===== src/rtl/sar_pkg.sv =====
package sar_pkg;

    typedef enum logic [2:0] {
        S_IDLE  = 3'd0,
        S_DISC  = 3'd1,
        S_TRIAL = 3'd2,
        S_LATCH = 3'd3,
        S_GAP   = 3'd4
    } seq_state_t;

    localparam int SEL_W = 3;

endpackage


===== src/rtl/sar_tad_gen.sv =====
module sar_tad_gen
    import sar_pkg::*;
#(
    parameter int CNT_W = 6
) (
    input  logic             clk,
    input  logic             rst_n,
    input  logic             run,
    input  logic [SEL_W-1:0] div_sel,
    input  logic             ext_tad_en,
    output logic             tad_tick
);

    localparam int LEN_W = CNT_W + 1;

    logic [CNT_W-1:0] cnt_q;
    logic [LEN_W-1:0] div_len;
    logic [2:0]       shamt;
    logic             ext_mode;
    logic             end_cnt;

    // shift = 2*sel[1:0] + sel[2] + 1 gives 2,4,8,16,32,64
    always_comb begin
        ext_mode = (div_sel[1:0] == 2'b11);
        shamt    = {div_sel[1:0], 1'b0} + {2'b00, div_sel[2]} + 3'd1;
        div_len  = LEN_W'(1) << shamt;
        end_cnt  = ({1'b0, cnt_q} == (div_len - LEN_W'(1)));
        tad_tick = run && (ext_mode ? ext_tad_en : end_cnt);
    end

    always_ff @(posedge clk) begin
        if (!rst_n) begin
            cnt_q <= '0;
        end else if (!run || ext_mode || end_cnt) begin
            cnt_q <= '0;
        end else begin
            cnt_q <= cnt_q + CNT_W'(1);
        end
    end

    // divider counter stays below the selected TAD length
    p_cnt_bound_r5: assert property (@(posedge clk) disable iff (!rst_n)
        (run && !ext_mode) |-> ({1'b0, cnt_q} < div_len));

    // external mode never lets the divider count
    p_ext_no_count_r11: assert property (@(posedge clk) disable iff (!rst_n)
        ext_mode |=> (cnt_q == '0));

endmodule


===== src/rtl/sar_bit_engine.sv =====
module sar_bit_engine #(
    parameter int RES_W = 10
) (
    input  logic             clk,
    input  logic             rst_n,
    input  logic             load,
    input  logic             step_en,
    input  logic             trial_on,
    input  logic             cmp_in,
    output logic [RES_W-1:0] trial_code,
    output logic [RES_W-1:0] sar_val,
    output logic             last_bit
);

    localparam logic [RES_W-1:0] MSB_ONLY = {1'b1, {(RES_W-1){1'b0}}};

    logic [RES_W-1:0] sar_q;
    logic [RES_W-1:0] step_q;

    always_ff @(posedge clk) begin
        if (!rst_n) begin
            sar_q  <= '0;
            step_q <= '0;
        end else if (load) begin
            sar_q  <= '0;
            step_q <= MSB_ONLY;
        end else if (step_en) begin
            if (cmp_in) begin
                sar_q <= sar_q | step_q;
            end
            step_q <= step_q >> 1;
        end
    end

    always_comb begin
        trial_code = trial_on ? (sar_q | step_q) : sar_q;
        sar_val    = sar_q;
        last_bit   = step_q[0];
    end

    // a single trial bit at a time
    p_step_onehot_r3: assert property (@(posedge clk) disable iff (!rst_n)
        $onehot0(step_q));

    // bits at and below the trial position are still unresolved (zero)
    p_lower_clear_r3: assert property (@(posedge clk) disable iff (!rst_n)
        (trial_on && step_q != '0) |-> ((sar_q & (step_q | (step_q - RES_W'(1)))) == '0));

endmodule


===== src/rtl/sar_seq.sv =====
module sar_seq
    import sar_pkg::*;
#(
    parameter int RES_W    = 10,
    parameter int CNT_W    = 6,
    parameter int GAP_TADS = 2
) (
    input  logic             clk,
    input  logic             rst_n,
    input  logic             go_wr,
    input  logic             go_wdata,
    input  logic [SEL_W-1:0] div_sel,
    input  logic             ext_tad_en,
    input  logic             cmp_in,
    output logic             go_bit,
    output logic             sample_open,
    output logic [RES_W-1:0] trial_code,
    output logic [7:0]       res_hi,
    output logic [7:0]       res_lo,
    output logic             done_irq
);

    localparam int GAP_W = $clog2(GAP_TADS + 1);

    seq_state_t       state_q, state_nx;
    logic             go_q, go_nx;
    logic [RES_W-1:0] res_q;
    logic             irq_q;
    logic [GAP_W-1:0] gap_cnt_q;

    logic             tad_tick;
    logic             run;
    logic             busy;
    logic             go_set, go_clr, abort;
    logic             latch_now, gap_end;
    logic             load, step_en, trial_on;
    logic             last_bit;
    logic [RES_W-1:0] sar_val;
    logic [15:0]      res_wide;

    sar_tad_gen #(.CNT_W(CNT_W)) u_tad (
        .clk        (clk),
        .rst_n      (rst_n),
        .run        (run),
        .div_sel    (div_sel),
        .ext_tad_en (ext_tad_en),
        .tad_tick   (tad_tick)
    );

    sar_bit_engine #(.RES_W(RES_W)) u_bits (
        .clk        (clk),
        .rst_n      (rst_n),
        .load       (load),
        .step_en    (step_en),
        .trial_on   (trial_on),
        .cmp_in     (cmp_in),
        .trial_code (trial_code),
        .sar_val    (sar_val),
        .last_bit   (last_bit)
    );

    // decode of writes and frame events
    always_comb begin
        go_set    = go_wr && go_wdata;
        go_clr    = go_wr && !go_wdata;
        busy      = (state_q == S_DISC) || (state_q == S_TRIAL) || (state_q == S_LATCH);
        abort     = busy && go_clr;
        latch_now = (state_q == S_LATCH) && tad_tick && !abort;
        gap_end   = (state_q == S_GAP) && tad_tick
                    && (gap_cnt_q == GAP_W'(GAP_TADS - 1));
    end

    // next state and start/busy bit
    always_comb begin
        state_nx = state_q;
        go_nx    = go_q;
        unique case (state_q)
            S_IDLE: begin
                if (go_set) begin
                    go_nx    = 1'b1;
                    state_nx = S_DISC;
                end
            end
            S_DISC: begin
                if (abort) begin
                    go_nx    = 1'b0;
                    state_nx = S_IDLE;
                end else if (tad_tick) begin
                    state_nx = S_TRIAL;
                end
            end
            S_TRIAL: begin
                if (abort) begin
                    go_nx    = 1'b0;
                    state_nx = S_IDLE;
                end else if (tad_tick && last_bit) begin
                    state_nx = S_LATCH;
                end
            end
            S_LATCH: begin
                if (abort) begin
                    go_nx    = 1'b0;
                    state_nx = S_IDLE;
                end else if (latch_now) begin
                    go_nx    = 1'b0;
                    state_nx = S_GAP;
                end
            end
            S_GAP: begin
                if (go_set) begin
                    go_nx = 1'b1;
                end else if (go_clr) begin
                    go_nx = 1'b0;
                end
                if (gap_end) begin
                    state_nx = go_nx ? S_DISC : S_IDLE;
                end
            end
            default: begin
                go_nx    = 1'b0;
                state_nx = S_IDLE;
            end
        endcase
    end

    // state register
    always_ff @(posedge clk) begin
        if (!rst_n) begin
            state_q   <= S_IDLE;
            go_q      <= 1'b0;
            res_q     <= '0;
            irq_q     <= 1'b0;
            gap_cnt_q <= '0;
        end else begin
            state_q <= state_nx;
            go_q    <= go_nx;
            irq_q   <= latch_now;
            if (latch_now) begin
                res_q <= sar_val;
            end
            if (state_q != S_GAP) begin
                gap_cnt_q <= '0;
            end else if (tad_tick) begin
                gap_cnt_q <= gap_cnt_q + GAP_W'(1);
            end
        end
    end

    // outputs
    always_comb begin
        run         = (state_q != S_IDLE);
        trial_on    = (state_q == S_TRIAL);
        sample_open = (state_q == S_DISC) || (state_q == S_TRIAL);
        load        = (state_nx == S_DISC) && (state_q != S_DISC);
        step_en     = trial_on && tad_tick && !abort;
        go_bit      = go_q;
        done_irq    = irq_q;
        res_wide    = 16'(res_q);
        res_hi      = res_wide[15:8];
        res_lo      = res_wide[7:0];
    end

    // completion pulse lasts one clock
    p_irq_single_r6: assert property (@(posedge clk) disable iff (!rst_n)
        done_irq |=> !done_irq);

    // completion pulse coincides with a cleared start bit
    p_irq_go_clear_r6: assert property (@(posedge clk) disable iff (!rst_n)
        done_irq |-> !go_bit);

    // the result moves only together with a completion
    p_res_hold_r7: assert property (@(posedge clk) disable iff (!rst_n)
        !$stable({res_hi, res_lo}) |-> done_irq);

    // a start from idle isolates the capacitor on the next clock
    p_open_on_start_r2: assert property (@(posedge clk) disable iff (!rst_n)
        (state_q == S_IDLE && go_wr && go_wdata) |=> sample_open);

    // a zero write during a frame returns to idle
    p_abort_r10: assert property (@(posedge clk) disable iff (!rst_n)
        (busy && go_wr && !go_wdata) |=> (!go_bit && !sample_open && !done_irq));

    // a one write while busy keeps the frame running
    p_ignore_r9: assert property (@(posedge clk) disable iff (!rst_n)
        (state_q == S_TRIAL && go_wr && go_wdata) |=> go_bit);

endmodule


===== config.mk =====
export PLATFORM = sky130hd
export DESIGN_NAME = sar_seq
export DESIGN_NICKNAME = d
export VERILOG_FILES = /design/src/rtl/sar_pkg.sv /design/src/rtl/sar_tad_gen.sv /design/src/rtl/sar_bit_engine.sv /design/src/rtl/sar_seq.sv
export SDC_FILE = /design/constraint.sdc
export NUM_CORES = 1
export LEC_CHECK = 0
export BUFFER_PORTS_ARGS = -buffer_cell sky130_fd_sc_hd__buf_2
export CORE_MARGIN = 2
export CORE_UTILIZATION = 25
export CTS_CLUSTER_SIZE = 10
export DETAILED_ROUTE_END_ITERATION = 6
export GPL_TIMING_DRIVEN = 0
export RECOVER_POWER = 50
export SETUP_SLACK_MARGIN = 0.05
export SLEW_MARGIN = 0
export SYNTH_ARGS = -nofsm -noshare
export SYNTH_HDL_FRONTEND = slang
export SYNTH_SLANG_ARGS = --single-unit

===== constraint.sdc =====
create_clock -name clk -period 5.4 [get_ports clk]
set_input_delay 1.08 -clock clk [delete_from_list [all_inputs] [get_ports clk]]
set_output_delay 1.08 -clock clk [all_outputs]
set_load 0.1 [all_outputs]

==> flow_summary.yaml <==
power:
  p_switching_uw: 203.2
  combPwrFrac_pct: 19.2
  p_leak_uw: 0.001069
  seqPwrFrac_pct: 49.9
  powerDensity_mw_per_mm2: 228.6
  p_clk_share_pct: 31.0
  netSwitchingFraction_pct: 31.40
  ir_drop_v: 0.00009286
  p_int_uw: 444.0
grt:
  grt.overflow.total: 0
  grt.total_usage_pct: 11.08
  antenna_found_initial: 0
  grt_pass1_vias: 1925
  grt_pass1_wl_um: 9246
  grt_max_degree: 14
detailed_routing:
  vias: 2078
  routed_wl_um: 5731
  ant_nets: 0
  drtPass1Iterations: 4
  drtIter0Drc: 75
  wl_per_cell_um: 12.57
  drc: 0
  avgViaCountPerCell: 4.557
final_layout:
  mostFrequentLayoutCells: "dfxtp_1 (43), clkbuf_1 (34), nand2_1 (31)"
  final.fill_count: 1059
  fin_area_mm2: 0.002831
  antenna_cells: 0
  final_layout_size_suffix_gt1_share_pct: 16.72
  synthToLayoutAreaGrowth_pct: 15.34
  finalNetCount: 336
  final_core_util_pct: 29.37
  final_common_cell: "dfxtp_1"
sta:
  fmaxAchievable_mhz: 217.4
  hold_violations: 0
  rsz0062_at_grt: "no"
  skew_ps: 10.96
  finalCritPeriodShare_pct: 85.17
  min_period_ps: 4599
  setup-violations-final: 0
  slew_headroom_pct: 21.32
  slew_violations: 0
  worst-slew-pin-transition_ps: 1185
  fin_tns_setup_ps: 0
yosys:
  syn_inst: 281
  ys_async_sr_fraction_pct: 0
  synth_ff_type: "dfxtp_1"
  synth_area_mm2: 0.002455
  synth_cell_types: 52
  synth_seq_cells: 43
  synth-edff-count: 0
  ys_warn_count: 0
  avgSynthCellArea_um2: 8.736
  synth-seq-area-share_pct: 35.07
setup_path:
  r2r-start: "u_tad.cnt_q[2]$_SDFF_PP0_"
  critPathRequiredTime_ps: 5600
  timing.rr.end: "u_bits.step_q[9]$_SDFFE_PN0P_"
  critPathMaxStageDelay_ps: 740
  r2r_slack_ps: 2730
  critPathLaunch: "div_sel[0]"
  cp_slowest_cell: "o32ai_1"
  crit_path_max_fanout: 10
  cp-end-kind: "register"
  criticalPathCategory: "primary input to register"
  crit_buf_inv: 6
  worst_setup_path_start_kind: "primary input"
  reg2regPathDepth: 9
  critPathMostFrequentCell: "clkbuf_1"
  critPathArrivalTime_ps: 4800
  path_delay_family: "compound AO/OA/AOI/OAI gates"
  path_cells: "clkbuf_1 -> buf_6 -> nand2_1 -> inv_1 -> ha_1 -> clkbuf_1 -> or3b_1 -> ha_1 -> clkbuf_1 -> xnor2_1 -> o32ai_1 -> o32ai_1 -> nor2_1 -> mux2i_1 -> a32oi_2 -> buf_6 -> o21a_1"
hold_path:
  holdPathStages: 2
  min_path_type: "register to register"
  hp-start: "res_q[3]$_SDFFE_PN0P_"
  hold_end: "res_q[3]$_SDFFE_PN0P_"
place:
  io_buffers: 29
  place_area_mm2: 0.002785
  hpwl_um: 4196
  place.gp.congestion: 0.8114
clock_network:
  root_buffer: "clkbuf_8"
  clk_path_buf_depth: 2
  cts_setup_buffers: 0
  cts_sinks: 43
  cts_resized: 0
  clk_pin_slew_ps: 90
  cts_buffers: 5
  tritoncts: "built"
  ctsHoldBuffers: 0
  htreeDepth: 2
  clk_latency_ps: 300
floorplan:
  start_util_pct: 25.47
  die-area_mm2: 0.01063
  dieHeight_um: 103.1
  ios: 38
  die_width_um: 103.1
  num_rows: 36
  coreArea_mm2: 0.009639
run_status:
  status: "finished, final reports clean"
flow_run:
  maxCapViolCount: 0
==> power by group through the flow <==
stage / Clock (uW) / Sequential, uW / Combinational [uW]
2_1_floorplan: 0 / 335 / 98.0
3_3_place_gp: 0 / 330 / 123
3_5_place_dp: 0 / 330 / 125
4_1_cts: 207 / 323 / 125
5_1_grt: 219 / 323 / 135
6_report: 200 / 323 / 124
==> worst min-delay path: cells and delay by family, from the launching register on <==
| kind | cells | cell delay (ps) |
|---|---|---|
| flip-flops | 1 | 310 |
| AND/OR/NAND/NOR | 1 | 50 |
| AO/OA/AOI/OAI | 1 | 50 |
==> worst max-delay path by stage <==
stage                     cells past startpoint                             to  slack [ps]
after floorplan                              16  u_bits.step_q[9]$_SDFFE_PN0P_        1230
after global placement                       17  u_bits.step_q[9]$_SDFFE_PN0P_         730
after detailed placement                     17  u_bits.step_q[9]$_SDFFE_PN0P_         640
after CTS                                    17  u_bits.step_q[9]$_SDFFE_PN0P_         970
after global routing                         17  u_bits.step_q[9]$_SDFFE_PN0P_         480
final                                        17  u_bits.step_q[9]$_SDFFE_PN0P_         800
==> synthesized netlist by cell type, types with 3 or more instances <==
library cell / instances / share of area, %
a211oi_1: 3 / 0.92
a21o_1: 11 / 3.4
a21oi_1: 15 / 3.1
a31oi_1: 11 / 2.8
buf_2: 3 / 0.61
buf_4: 8 / 2.4
buf_6: 3 / 1.4
clkbuf_1: 9 / 1.4
dfxtp_1: 43 / 35
ha_1: 5 / 2.5
inv_1: 12 / 1.8
mux2i_1: 10 / 4.1
nand2_1: 31 / 4.7
nand3_1: 8 / 1.6
nor2_1: 22 / 3.4
nor2b_1: 4 / 1.0
nor3_1: 6 / 1.2
nor3_2: 19 / 7.7
nor4_1: 3 / 0.76
o21ai_0: 4 / 0.82
o32ai_1: 3 / 1.1
xnor2_1: 8 / 2.9
xor2_1: 5 / 1.8
==> per-layer routing <==
metal / track usage [%] / wire, um
met5: 0 / 0
met4: 2.126 / 46
met3: 3.186 / 252
met2: 17.98 / 2660
met1: 14.77 / 2771
==> cells by family after synthesis <==
| logic type | share of synthesized area (%) |
|---|---|
| fa+ha+maj | 2.956 |
| compound gates | 17.33 |
| simple gates | 26.61 |
| flops | 35.07 |
| buf+inv | 8.256 |
| other cells | 0.1528 |
| mux | 4.078 |
| xor+xnor | 5.556 |
==> state kept, by name, indices dropped and copies added (netlist names) <==
name and flops:
res_q 10, u_bits.sar_val 10, u_bits.step_q 10, u_tad.cnt_q 6
state_q 3, gap_cnt_q 2, done_irq 1, go_bit 1
==> per-stage QoR <==
step                worst slack (ps)  hold slack [ps]  total power (uW)  cells
floorplan                       1234            439.8             432.9    286
global placement               732.6            442.4             453.4    448
detailed placement             637.8            445.1             455.1    448
CTS                            966.3            457.0             655.4    456
global route                   475.3            482.3             677.0    456
finish                         800.8            455.5             647.2    456
==> layout make-up <==
cell class | instances | area (um^2) | area share [%]
Multi-Input combinational cell | 207 | 1406 | 49.67
Clock buffer | 5 | 68.82 | 2.430
Timing Repair Buffer | 29 | 115.1 | 4.065
Tap cell | 133 | 166.4 | 5.877
Clock inverter | 3 | 15.01 | 0.5303
Inverter | 12 | 45.04 | 1.591
Buffer | 24 | 153.9 | 5.435
Sequential cell | 43 | 860.8 | 30.40
No activity file was read; power rests on OpenSTA's default activity.
